`config.mk`:
```
export PLATFORM = sky130hd
export DESIGN_NAME = dma_dual_chan
export DESIGN_NICKNAME = d
export VERILOG_FILES = /design/src/rtl/dma_dual_chan.sv
export SDC_FILE = /design/constraint.sdc
export NUM_CORES = 1
export LEC_CHECK = 0
export ABC_AREA = 1
export CAP_MARGIN = 20
export CELL_PAD_IN_SITES_DETAIL_PLACEMENT = 1
export CELL_PAD_IN_SITES_GLOBAL_PLACEMENT = 2
export CORE_AREA = 3 3 170 139
export DETAILED_ROUTE_END_ITERATION = 10
export DIE_AREA = 0 0 173 142
export DONT_BUFFER_PORTS = 1
export PLACE_DENSITY = 0.93
export SLEW_MARGIN = 20
export SYNTH_ARGS = -nofsm -noshare
export SYNTH_HDL_FRONTEND = slang
export SYNTH_SLANG_ARGS = --single-unit
export TNS_END_PERCENT = 100
```
`constraint.sdc`:
```
create_clock -name clk -period 2.85 [get_ports clk]
set_clock_uncertainty 0.05 [all_clocks]
set_input_delay 0.57 -clock clk [delete_from_list [all_inputs] [get_ports clk]]
set_output_delay 0.57 -clock clk [all_outputs]
set_load 0.05 [all_outputs]
```
`src/rtl/dma_dual_chan.sv`:
```
module dma_dual_chan #(
  parameter int AW = 32,
  parameter int DW = 32,
  parameter int CW = 16
) (
  input  logic          clk,
  input  logic          rst_n,
  input  logic          cfg_we,
  input  logic [2:0]    cfg_addr,
  input  logic [31:0]   cfg_wdata,
  output logic [31:0]   cfg_rdata,
  output logic          bus_req,
  input  logic          bus_gnt,
  output logic [AW-1:0] bus_addr,
  output logic          bus_rd,
  output logic          bus_wr,
  output logic [DW-1:0] bus_wdata,
  input  logic [DW-1:0] bus_rdata,
  input  logic          bus_ready,
  input  logic          bus_err,
  input  logic          ctl_req_n,
  input  logic          dev_req_n,
  output logic          dev_ack_n,
  output logic          irq
);
  localparam int STEP = DW / 8;
  localparam logic [1:0] M_SW = 2'd0, M_CTL = 2'd1, M_EDGE = 2'd2, M_LVL = 2'd3;

  typedef enum logic [2:0] {IDLE, STBY, GNT, RD, WR} st_e;
  st_e st;

  logic [1:0]    mode;
  logic          ien, ok_f, err_f, dev_q, edge_p, pend;
  logic [AW-1:0] src, dst;
  logic [CW-1:0] cnt;
  logic [DW-1:0] hold;

  wire idle_wr  = cfg_we && st == IDLE;
  wire dev_fall = dev_q && !dev_req_n;
  wire rd_hs    = st == RD && bus_ready;
  wire wr_hs    = st == WR && bus_ready;
  wire wr_done  = wr_hs && !bus_err;
  wire last     = cnt == CW'(1);
  wire more     = (mode == M_EDGE) ? dev_fall : pend;

  always_comb begin
    case (mode)
      M_SW:    pend = 1'b1;
      M_CTL:   pend = !ctl_req_n;
      M_EDGE:  pend = edge_p;
      default: pend = !dev_req_n;
    endcase
  end

  always_ff @(posedge clk or negedge rst_n) begin
    if (!rst_n) begin
      st <= IDLE; mode <= M_SW; ien <= 1'b0; ok_f <= 1'b0; err_f <= 1'b0;
      src <= '0; dst <= '0; cnt <= '0; hold <= '0; dev_q <= 1'b1; edge_p <= 1'b0;
    end else begin
      dev_q <= dev_req_n;
      if (st == IDLE) edge_p <= 1'b0;
      else edge_p <= (edge_p && !wr_done) || (mode == M_EDGE && dev_fall);

      if (idle_wr) begin
        case (cfg_addr)
          3'd0: begin
            ien  <= cfg_wdata[3];
            mode <= cfg_wdata[2:1];
            if (cfg_wdata[0]) st <= STBY;
          end
          3'd1: src <= cfg_wdata[AW-1:0];
          3'd2: dst <= cfg_wdata[AW-1:0];
          3'd3: cnt <= cfg_wdata[CW-1:0];
          default: ;
        endcase
      end
      if (cfg_we && cfg_addr == 3'd4) begin
        if (cfg_wdata[0]) ok_f  <= 1'b0;
        if (cfg_wdata[1]) err_f <= 1'b0;
      end

      case (st)
        STBY: begin
          if (cnt == '0) begin st <= IDLE; ok_f <= 1'b1; end
          else if (pend) st <= GNT;
        end
        GNT: if (bus_gnt) st <= RD;
        RD: if (rd_hs) begin
          if (bus_err) begin st <= IDLE; err_f <= 1'b1; end
          else begin hold <= bus_rdata; st <= WR; end
        end
        WR: if (wr_hs) begin
          if (bus_err) begin st <= IDLE; err_f <= 1'b1; end
          else begin
            src <= src + AW'(STEP);
            dst <= dst + AW'(STEP);
            cnt <= cnt - CW'(1);
            if (last) begin st <= IDLE; ok_f <= 1'b1; end
            else st <= more ? RD : STBY;
          end
        end
        default: ;
      endcase
    end
  end

  assign bus_req   = st == GNT || st == RD || st == WR;
  assign bus_rd    = st == RD;
  assign bus_wr    = st == WR;
  assign bus_addr  = (st == WR) ? dst : src;
  assign bus_wdata = hold;
  assign dev_ack_n = !((st == RD || st == WR) && mode[1]);
  assign irq       = ien && (ok_f || err_f);

  always_comb begin
    case (cfg_addr)
      3'd0:    cfg_rdata = {28'd0, ien, mode, st != IDLE};
      3'd1:    cfg_rdata = 32'(src);
      3'd2:    cfg_rdata = 32'(dst);
      3'd3:    cfg_rdata = 32'(cnt);
      3'd4:    cfg_rdata = {30'd0, err_f, ok_f};
      default: cfg_rdata = 32'd0;
    endcase
  end
endmodule


```
Word level (Yosys, flattened, before mapping)
Cells that the tools add are included.
{"block": "totals", "ff_bits": 122, "input_bits": 75, "word_cells": 99}
{"block": "op_classes", "add_sub_neg": 3, "eq_ne": 11, "n_mux": 46, "bitwise_logic": 1, "reduce_logical": 27}
{"op": "$mux W32", "count": 11}
{"op": "$pmux W32 S5", "count": 1}
{"op": "$mux W16", "count": 5}
{"op": "$add A32 B3 Y32 const B", "count": 2}
{"op": "$mux W3", "count": 9}
{"op": "$eq A16 B1 Y1 const B", "count": 1}
{"op": "$logic_not A16 Y1", "count": 1}
{"op": "$sub A16 B1 Y16 const B", "count": 1}
{"op": "$mux W1", "count": 13}
{"op": "$eq A3 B2 Y1 const B", "count": 4}
{"op": "$pmux W3 S4", "count": 1}
{"op": "$logic_and A1 B1 Y1", "count": 10}
{"op": "$eq A3 B1 Y1 const B", "count": 2}
{"op": "$eq A3 B3 Y1 const B", "count": 2}
{"op": "$logic_not A3 Y1", "count": 2}
{"op": "$mux W2", "count": 3}
{"op": "$logic_not A1 Y1", "count": 5}
{"op": "$logic_or A1 B1 Y1", "count": 5}
{"op": "$pmux W1 S2", "count": 2}
{"op": "$pmux W1 S3", "count": 1}
{"op": "$reduce_and A3 Y1", "count": 1}
{"op": "$reduce_bool A3 Y1", "count": 1}
{"op": "$eq A2 B1 Y1 const B", "count": 1}
{"op": "$eq A2 B2 Y1 const B", "count": 1}
{"op": "other kinds (3)", "count": 3}

Logic depth before layout (Yosys ltp)
Gate-level depths: netlist (run 1).
{"block": "logic_depth", "word_depth": 8, "ltp_mapped": 11, "ltp_nobuf": 11}

Worst setup path before layout (run 1)
OpenSTA, ideal clock, no wires.
{"block": "synth_path", "path_type": "register to output", "startpoint": "reg st[1]", "endpoint": "out bus_addr[0]", "arrival_ps": 2134, "setup_slack_ps": 96, "path_stages_with_launch": 6, "n_path_buf": 2, "cell_sequence": "dfrtp_1 > nor2_4 > nand2_2 > buf_2 > clkbuf_1 > o21ai_0"}
{"block": "synth_between", "elab_chain_cells": 2}
{"item": "start, declared", "line": "30", "text": "st_e st;"}
{"item": "start signal, assigned", "line": "99", "text": "else st <= more ? RD : STBY;"}
{"item": "$eq A3 B3 Y1", "line": "110", "text": "assign bus_addr = (st == WR) ? dst : src;"}
{"item": "$mux W32", "line": "110"}
{"item": "end, declared", "line": "14", "text": "output logic [AW-1:0] bus_addr,"}
Every way passes these cells.

Worst setup path in the final report (run 1)
{"block": "layout_path", "startpoint": "reg st[1]", "endpoint": "out bus_addr[20]"}
Same word-level chain as after synthesis.

==> run summary, run 1 <==
Outcome -> finished with violations
Failing checks -> hold timing
Crit path depth -> 5
Crit path kind -> reg2out
RSZ-0062 raised after global routing -> false
Clock Sinks -> 122
Register area -> 3050 um^2
Pleak -> 4.69 nW
Row cnt -> 49
Slowest Stage Delay on Critical Path -> 460 ps
Top cell type's share of synthesized area -> 36.3%
Core Region -> 22200 um^2
Final Hold Violating Endpoints -> 121
TNS Setup -> 0 ps
Cell count after synthesis -> 1191
First-pass GRT wire length -> 50200 um
Final Slew Violations -> 0
Period utilisation layout -> 95.8%
Drc violations -> 0
Port Buf Inserts -> 0
Chip Width -> 173 um
Area fraction in compound gates after synthesis -> 19.9%
Synth top area cells -> dfrtp_1 (36%), nand2_1 (13%), o21ai_0 (7.9%), nor2_1 (6.4%), inv_1 (6.1%)
Footprint of the multi-input gates -> 4480 um^2
Seq/Total Area, Yosys -> 36.6%
Avg WL per Cell -> 20.8 um
Yosys cell types -> 41
Largest family of logic cells by synthesized area -> simple AND/OR/NAND/NOR gates
Crit-path slowest cell -> dfrtp_1
Pwr/cell area -> 1320 nW/um^2
Adder-cell share of the synthesized area -> 0.750%
Fin nets -> 1326
Vias in the first global route -> 8672
GRT Total Usage -> 26.2%
Iter 0 DRT Violations -> 644
Hold WS -> -215 ps
Clk slew on worst S/H paths -> 70 ps
Post-CTS Repair Setup Buffers -> 0
# diodes -> 0
Most common cell in the netlist -> nand2_1
Mapped Area -> 8340 um^2
Detailed Routing Iterations Pass 1 -> 5
Post-DP HPWL -> 24200 um
Num CTS Buffers -> 17
CP bufs+invs -> 2
Fillers -> 2864
Crit-path cells -> nor2_4, nand2_2, buf_12, o21ai_1, buf_4
Vias -> 8696
Avg Inst Size Synth -> 7.00 um^2
Tightest Hold Check Type -> in2async
DP Area -> 9240 um^2
EDFF count, synth -> 0
Crit-path max FO -> 28
Die span in y -> 142 um
Setup violators final -> 0
Highest Clock Rate -> 0.366 GHz
Synth Area in Simple Gates -> 26.2%
Clk buf depth -> 2
Yosys reg bits -> 122
Worst setup margin -> 118 ps
Layout area overhead -> 17.9%
Pre-CTS setup slack -> 435 ps
Share of cells above drive strength 1 -> 13.7%
Final instance area -> 9830 um^2
Worst endpoint required time -> 2230 ps
R2r worst-path depth -> 9
Via density -> 5.56
Multiplexer share of the synthesized area -> 5.63%
Antenna violation net count after detailed routing -> 0
I/O pins -> 176
Root Buffer Master -> clkbuf_16
Die ar. -> 24600 um^2
Crit path DAT -> 2110 ps
Startpoint types -> flop
Total wire length -> 32500 um
Largest net degree at the start of global routing -> 123
Ys async rst share -> 100%
Tmin final -> 2730 ps
Relative max-transition margin -> 58.3%
Routability cong. -> 0.868
Initial antenna violation count -> 0
Primary FF master, synth -> dfrtp_1
Max cap viols -> 0
Mapped Nets -> 1271
Setup crit end kind -> primary output
Yosys Warn Count -> 0
Tightest Pin Transition -> 625 ps
CTS tree -> built
Post-Synth XOR/XNOR Area -> 1.26%
Crit path max-delay family -> simple AND/OR/NAND/NOR gates
Gr ovfl total -> 0
Area leader, netlist -> dfrtp_1
Post-cts sizing count -> 0
H-tree levels -> 4
Starting density of the core -> 37.6%
VDD IR-drop max -> 0.686 mV
Later-pin clock latency in the skew report -> 430 ps
Synth top cells by count -> nand2_1 (283), nor2_1 (142), inv_1 (136), o21ai_0 (132), dfrtp_1 (121)
-- cells by family (layout without fill, tap and decap cells) --
group	count (synthesis)	count (layout)
and+or+nand+nor	524	524
AOI/OAI and AO/OA	307	307
buffers and inverters	189	257
DFF	122	122
muxes	32	32
xor gates and xnor gates	12	12
adders and majority gates	5	5
-- worst register-to-register path, stage by stage (launching register included) --
cell,delay [ps]
dfrtp_1,460
nor2_4,190
nand2_2,330
inv_2,230
nand2_4,80
inv_2,80
buf_4,390
o21ai_0,180
o21ai_0,200
inv_1,70
-- state kept, by name, summed over array words and instances (netlist names), 2 cells and up --
register and flops:
src 32, dst 32, bus_wdata 32, cnt 16, st 3, mode 2
-- through the flow --
stage          power (W)  util, %  hold slack (ps)  cells
2_1_floorplan    0.00848        -              224   1191
3_3_place_gp      0.0105     41.6              231   1533
3_5_place_dp      0.0106     41.6              231   1533
4_1_cts           0.0129     44.3             -229   1565
5_1_grt           0.0138     44.3             -238   1565
6_report          0.0130     44.3             -215   1565
-- where the power goes --
part	internal [W]	switching [W]	leakage [nW]
Clock	0.00125	0.000992	0.287
Sequential	0.00255	0.00188	1.41
Combinational	0.00207	0.00422	2.99
Total	0.00587	0.00710	4.69
-- layout by cell type, fill, tap and decap left out, types with 15 or more instances in the layout --
cell       instances
o22ai_1           20
dfrtp_1          121
o21ai_1           81
buf_4             70
mux2_4            29
a21oi_1           75
nand2_1          283
inv_1            136
clkbuf_16         17
nor2_1           142
nand3_1           53
o21ai_0          100
nand4_1           15
-- metal layers --
layer  track usage [%]  part of all wire (%)  up-vias
met5                 0                     0        -
met2              41.7                    46      358
met1              36.0                    44     4258
met3              6.69                   8.6       31
li1                  -                     -     4049
met4              6.48                   1.3        0
-- path summary, 6_finish.rpt --
| path | from | endpoint | slack, ps |
|---|---|---|---|
| max | st[1] | bus_addr[20] | 120 |
| min | rst_n | cnt[1] | -220 |
| max reg2reg | st[1] | src[10] | 480 |
| min reg2reg | src[1] | src[1] | 480 |
| max in group asynchronous | rst_n | dev_q | 2680 |
| min in group clk | dev_req_n | dev_q | 80 |
-- area by class of cell --
cell class              count  area share (%)
clock buffers              17            4.33
inverters                 142            5.42
repair buffers             83            7.99
flip-flops and latches    122            31.1
clock inverters            15            1.68
multi-input cells         880            45.6
well taps                 306            3.90
(Power assumes the default switching activity.)
==> run 2: changes to the inputs <==
Settings changed: ABC_CLOCK_PERIOD_IN_PS set to 2850, CORE_AREA 3 3 170 139 to 3 3 191 156, DIE_AREA 0 0 173 142 to 0 0 194 159, PLACE_DENSITY 0.93 to 0.77.
==> run summary, run 2 (synthesis gave the netlist of run 1 again) <==
Initial antenna violation count -> 0 (unchanged)
I/O pins -> 176 (unchanged)
Detailed Routing Iterations Pass 1 -> 5 (unchanged)
Via density -> 5.24 (-5.6%)
Core Region -> 28100 um^2 (+27%)
Failing checks -> hold timing
Setup crit end kind -> primary output
Pleak -> 4.69 nW (about the same)
Setup violators final -> 0 (unchanged)
Root Buffer Master -> clkbuf_16
Layout area overhead -> 18.8%
Antenna violation net count after detailed routing -> 0 (unchanged)
Tightest Pin Transition -> 664 ps (+38.9 ps)
Fillers -> 3531 (+23%)
VDD IR-drop max -> 0.715 mV (+4.2%)
R2r worst-path depth -> 9 (unchanged)
Commonest cells after routing, fill and taps aside -> nand2_1 (283), nor2_1 (142), inv_1 (136)
Iter 0 DRT Violations -> 664 (+3.1%)
Row cnt -> 55 (+12%)
Post-DP HPWL -> 25800 um (+6.6%)
Die span in y -> 159 um (+12%)
Port Buf Inserts -> 0 (unchanged)
Fin nets -> 1325 (-0.075%)
Clock Sinks -> 122 (unchanged)
Later-pin clock latency in the skew report -> 450 ps (+20 ps)
R2r endpoint -> src[20]
Clk buf depth -> 2 (unchanged)
Launch point of the worst reg-to-reg path -> st[1]
Vias -> 8536 (-1.8%)
Gr ovfl total -> 0 (unchanged)
Tightest Hold Check Type -> in2async
Avg WL per Cell -> 20.8 um (+0.22%)
First-pass GRT wire length -> 52500 um (+4.7%)
Share of cells above drive strength 1 -> 13.6% (-0.069 points)
RSZ-0062 raised after global routing -> false
Clk slew on worst S/H paths -> 70 ps (about the same)
Pre-CTS setup slack -> 495 ps (+59.7 ps)
CP startpoint -> st[1]
CP endpoint -> bus_addr[15]
Drc violations -> 0 (unchanged)
Outcome -> finished with violations
Num CTS Buffers -> 17 (unchanged)
Startpoint types -> flop
Pwr Total -> 0.0130 W (about the same)
# diodes -> 0 (unchanged)
DP Area -> 9310 um^2 (+0.79%)
Pwr/cell area -> 1310 nW/um^2 (-0.71%)
Worst setup margin -> 219 ps (+100 ps)
Tmin final -> 2630 ps (-100 ps)
Die ar. -> 30800 um^2 (+26%)
Hold WS -> -221 ps (-5.65 ps)
Largest net degree at the start of global routing -> 123 (unchanged)
Highest Clock Rate -> 0.380 GHz (+3.8%)
Crit-path max FO -> 62 (+120%)
Max cap viols -> 0 (unchanged)
Chip Width -> 194 um (+12%)
Total wire length -> 33900 um (+4.3%)
GRT Total Usage -> 21.8% (-4.4 points)
Crit path DAT -> 2010 ps (-100 ps)
CTS tree -> built
Final Hold Violating Endpoints -> 121 (unchanged)
Vias in the first global route -> 8711 (+0.45%)
R2r setup slk -> 690 ps (+210 ps)
Commonest non-fill, non-tap cell in the layout -> nand2_1
Starting density of the core -> 29.7% (-7.9 points)
Period utilisation layout -> 92.3% (-3.5 points)
H-tree levels -> 4 (unchanged)
Worst endpoint required time -> 2230 ps (about the same)
TNS Setup -> 0 ps (unchanged)
Crit path kind -> reg2out
Routability cong. -> 0.847 (-2.3%)
Final Slew Violations -> 0 (unchanged)
Footprint of the multi-input gates -> 4480 um^2 (unchanged)
Final instance area -> 9900 um^2 (+0.76%)
Relative max-transition margin -> 55.7% (-2.6 points)
Register area -> 3050 um^2 (unchanged)
run 2: changes by cell type in the layout (fill, tap and decap cells not counted), sizes merged:
cell	change
clkinv	+2
buf	-1
clkinvlp	-2
run 2: what timing repair did:
action / in CTS / in global routing
hold endpoints to repair: 122 / 122
resized for setup: 0 / 0
setup buffers: 0 / 0
run 2: worst min path at each step:
| stage | from | to | slack (ps) | cells past startpoint |
|---|---|---|---|---|
| floorplan | rst_n | bus_wdata[0] | 220 | 0 |
| global placement | rst_n | cnt[6] | 230 | 0 |
| detailed placement | rst_n | cnt[6] | 230 | 0 |
| CTS | rst_n | dst[27] | -240 | 0 |
| global route | rst_n | cnt[10] | -240 | 0 |
| finish | rst_n | cnt[10] | -220 | 0 |
run 2: layer usage:
metal,track usage (%),part of all wire (%),vias up
li1,-,-,4042
met4,6.20,1.9,0
met1,31.6,47,4165
met5,0,0,-
met3,4.61,7.3,36
met2,32.7,44,293
run 2: final cells by class:
type / instances / area share (%)
multi-input cells: 880 / 45.3
clock inverters: 15 / 1.69
inverters: 142 / 5.38
clock buffers: 17 / 4.30
repair buffers: 82 / 7.86
flip-flops and latches: 122 / 30.8
well taps: 370 / 4.67
run 2: critical path: stages, from the launching register on:
cell and delay, ps:
dfrtp_1 470, nor2_4 200, nand2_2 120, buf_12 210
o21ai_1 270, buf_4 250
run 2: report_power, final:
group | switching [W] | internal [W]
sequential | 0.00185 | 0.00255
combinational | 0.00423 | 0.00206
clock | 0.00102 | 0.00125
total | 0.00711 | 0.00587
run 2: metrics by stage:
stage	utilization [%]	instances
floorplan	-	1191
global placement	33.2	1596
detailed placement	33.2	1596
CTS	35.3	1628
global route	35.3	1628
finish	35.3	1628
==> run 3: changes to the inputs <==
Settings changed: CTS_BUF_LIST set to sky130_fd_sc_hd__clkbuf_8.
==> run summary, run 3 (synthesis gave the netlist of run 1 again) <==
Outcome -> finished with violations
Failing checks -> hold timing
R2r worst-path depth -> 9 (unchanged)
Tightest Pin Transition -> 679 ps (+14.5 ps)
Commonest non-fill, non-tap cell in the layout -> nand2_1
Avg WL per Cell -> 20.8 um (-0.26%)
Relative max-transition margin -> 54.7% (-0.97 points)
Share of cells above drive strength 1 -> 13.6% (about the same)
Setup violators final -> 0 (unchanged)
Slowest Stage Delay on Critical Path -> 480 ps (about the same)
I/O pins -> 176 (unchanged)
Later-pin clock latency in the skew report -> 480 ps (+30 ps)
Vias -> 8547 (+0.13%)
Total wire length -> 33800 um (-0.20%)
Crit-path max FO -> 62 (unchanged)
First-pass GRT wire length -> 52300 um (-0.43%)
Num CTS Buffers -> 17 (unchanged)
Crit-path slowest cell -> dfrtp_1
Via density -> 5.25 (about the same)
Detailed Routing Iterations Pass 1 -> 5 (unchanged)
TNS Setup -> 0 ps (unchanged)
Post-CTS Repair Setup Buffers -> 0 (unchanged)
Hold_buf cts -> 1
Clk slew on worst S/H paths -> 90 ps (+20 ps)
Routability cong. -> 0.847 (unchanged)
Largest net degree at the start of global routing -> 123 (unchanged)
Clk pwr share -> 13.7% (-3.9 points)
Tightest Hold Check Type -> in2async
VDD IR-drop max -> 0.715 mV (about the same)
Max cap viols -> 0 (unchanged)
Crit path DAT -> 2050 ps (+40 ps)
# diodes -> 0 (unchanged)
Chip Width -> 194 um (unchanged)
H-tree levels -> 4 (unchanged)
R2r endpoint -> src[20]
Final Hold Violating Endpoints -> 122 (+0.83%)
Startpoint types -> flop
Pwr/cell area -> 1270 nW/um^2 (-2.8%)
Die span in y -> 159 um (unchanged)
Tmin final -> 2670 ps (+39.8 ps)
Crit path kind -> reg2out
Port Buf Inserts -> 0 (unchanged)
Launch point of the worst reg-to-reg path -> st[1]
Initial antenna violation count -> 0 (unchanged)
Combinational power share -> 50.8% (+2.3 points)
Clock Sinks -> 122 (unchanged)
Root Buffer Master -> clkbuf_8
Highest Clock Rate -> 0.374 GHz (-1.5%)
Setup crit end kind -> primary output
Post-cts sizing count -> 0 (unchanged)
Vias in the first global route -> 8623 (-1.0%)
Commonest cells after routing, fill and taps aside -> nand2_1 (283), nor2_1 (142), inv_1 (136)
Iter 0 DRT Violations -> 660 (-0.60%)
CP startpoint -> st[1]
Crit-path cells -> nor2_4, nand2_2, buf_12, o21ai_1, buf_4
RSZ-0062 raised after global routing -> false
Row cnt -> 55 (unchanged)
Int Pwr -> 0.00535 W (-8.8%)
R2r setup slk -> 690 ps (about the same)
Gr ovfl total -> 0 (unchanged)
Drc violations -> 0 (unchanged)
Hold WS -> -262 ps (-41.2 ps)
Antenna violation net count after detailed routing -> 0 (unchanged)
Post-DP HPWL -> 25800 um (unchanged)
CP endpoint -> bus_addr[5]
Clk buf depth -> 2 (unchanged)
Reg power frac -> 35.5% (+1.6 points)
Switching pwr -> 0.00704 W (-1.0%)
Switching share of total power -> 56.8% (+2.0 points)
Fin nets -> 1326 (+0.075%)
Core Region -> 28100 um^2 (unchanged)
Layout area overhead -> 16.6%
Starting density of the core -> 29.7% (unchanged)
Pleak -> 4.60 nW (-1.8%)
Final Slew Violations -> 0 (unchanged)
Fillers -> 3540 (+0.25%)
CTS tree -> built
Die ar. -> 30800 um^2 (unchanged)
Worst endpoint required time -> 2230 ps (about the same)
GRT Total Usage -> 21.6% (-0.15 points)
Pwr Total -> 0.0124 W (-4.5%)
Period utilisation layout -> 93.7% (+1.4 points)
[run 3: cell types whose count changed in the layout (fill, tap and decap cells not counted), sizes merged]
cell         before  now
dlygate4sd3       0    1
[run 3: layout make-up]
type / count / area [um^2] / area share (%)
clock inverter: 15 / 168 / 1.72
timing repair buffer: 83 / 788 / 8.11
inverter: 142 / 533 / 5.48
sequential: 122 / 3050 / 31.4
multi-input combinational: 880 / 4480 / 46.1
tap: 370 / 463 / 4.76
clock buffer: 17 / 234 / 2.41
[run 3: critical path, delay by kind of cell (launching register included)]
kind / cells / cell delay [ps]
flops: 1 / 480
buf+inv: 2 / 460
compound gates: 1 / 270
simple gates: 2 / 320
[run 3: worst min-delay path by stage]
stage | slack, ps | from | cells after the start | endpoint
2_1_floorplan | 220 | rst_n | 0 | bus_wdata[0]
3_3_place_gp | 230 | rst_n | 0 | cnt[6]
3_5_place_dp | 230 | rst_n | 0 | cnt[6]
4_1_cts | -310 | rst_n | 0 | dst[27]
5_1_grt | -290 | rst_n | 0 | dst[23]
6_report | -260 | rst_n | 0 | src[10]
[run 3: stage by stage]
| stage | cells | utilization, % | instance area (um^2) | hold slack, ps | worst slack (ps) |
|---|---|---|---|---|---|
| floorplan | 1191 | - | 8340 | 224 | 95.6 |
| global placement | 1596 | 33.2 | 9310 | 233 | 558 |
| detailed placement | 1596 | 33.2 | 9310 | 233 | 495 |
| CTS | 1629 | 34.6 | 9720 | -306 | 147 |
| global route | 1629 | 34.6 | 9720 | -293 | 39.9 |
| finish | 1629 | 34.6 | 9720 | -262 | 179 |
[run 3: power by group through the flow]
stage | sequential (W) | combinational (W) | clock, W
floorplan | 0.00400 | 0.00448 | 0
global placement | 0.00439 | 0.00619 | 0
detailed placement | 0.00439 | 0.00628 | 0
CTS | 0.00438 | 0.00629 | 0.00174
global route | 0.00452 | 0.00684 | 0.00180
finish | 0.00440 | 0.00629 | 0.00169
[run 3: metal layers]
metal,up-vias,track usage [%],wire (um)
met1,4177,31.8,16200
li1,4050,-,-
met3,35,4.51,2330
met4,0,6.10,671
met5,-,0,0
met2,285,32.1,14600
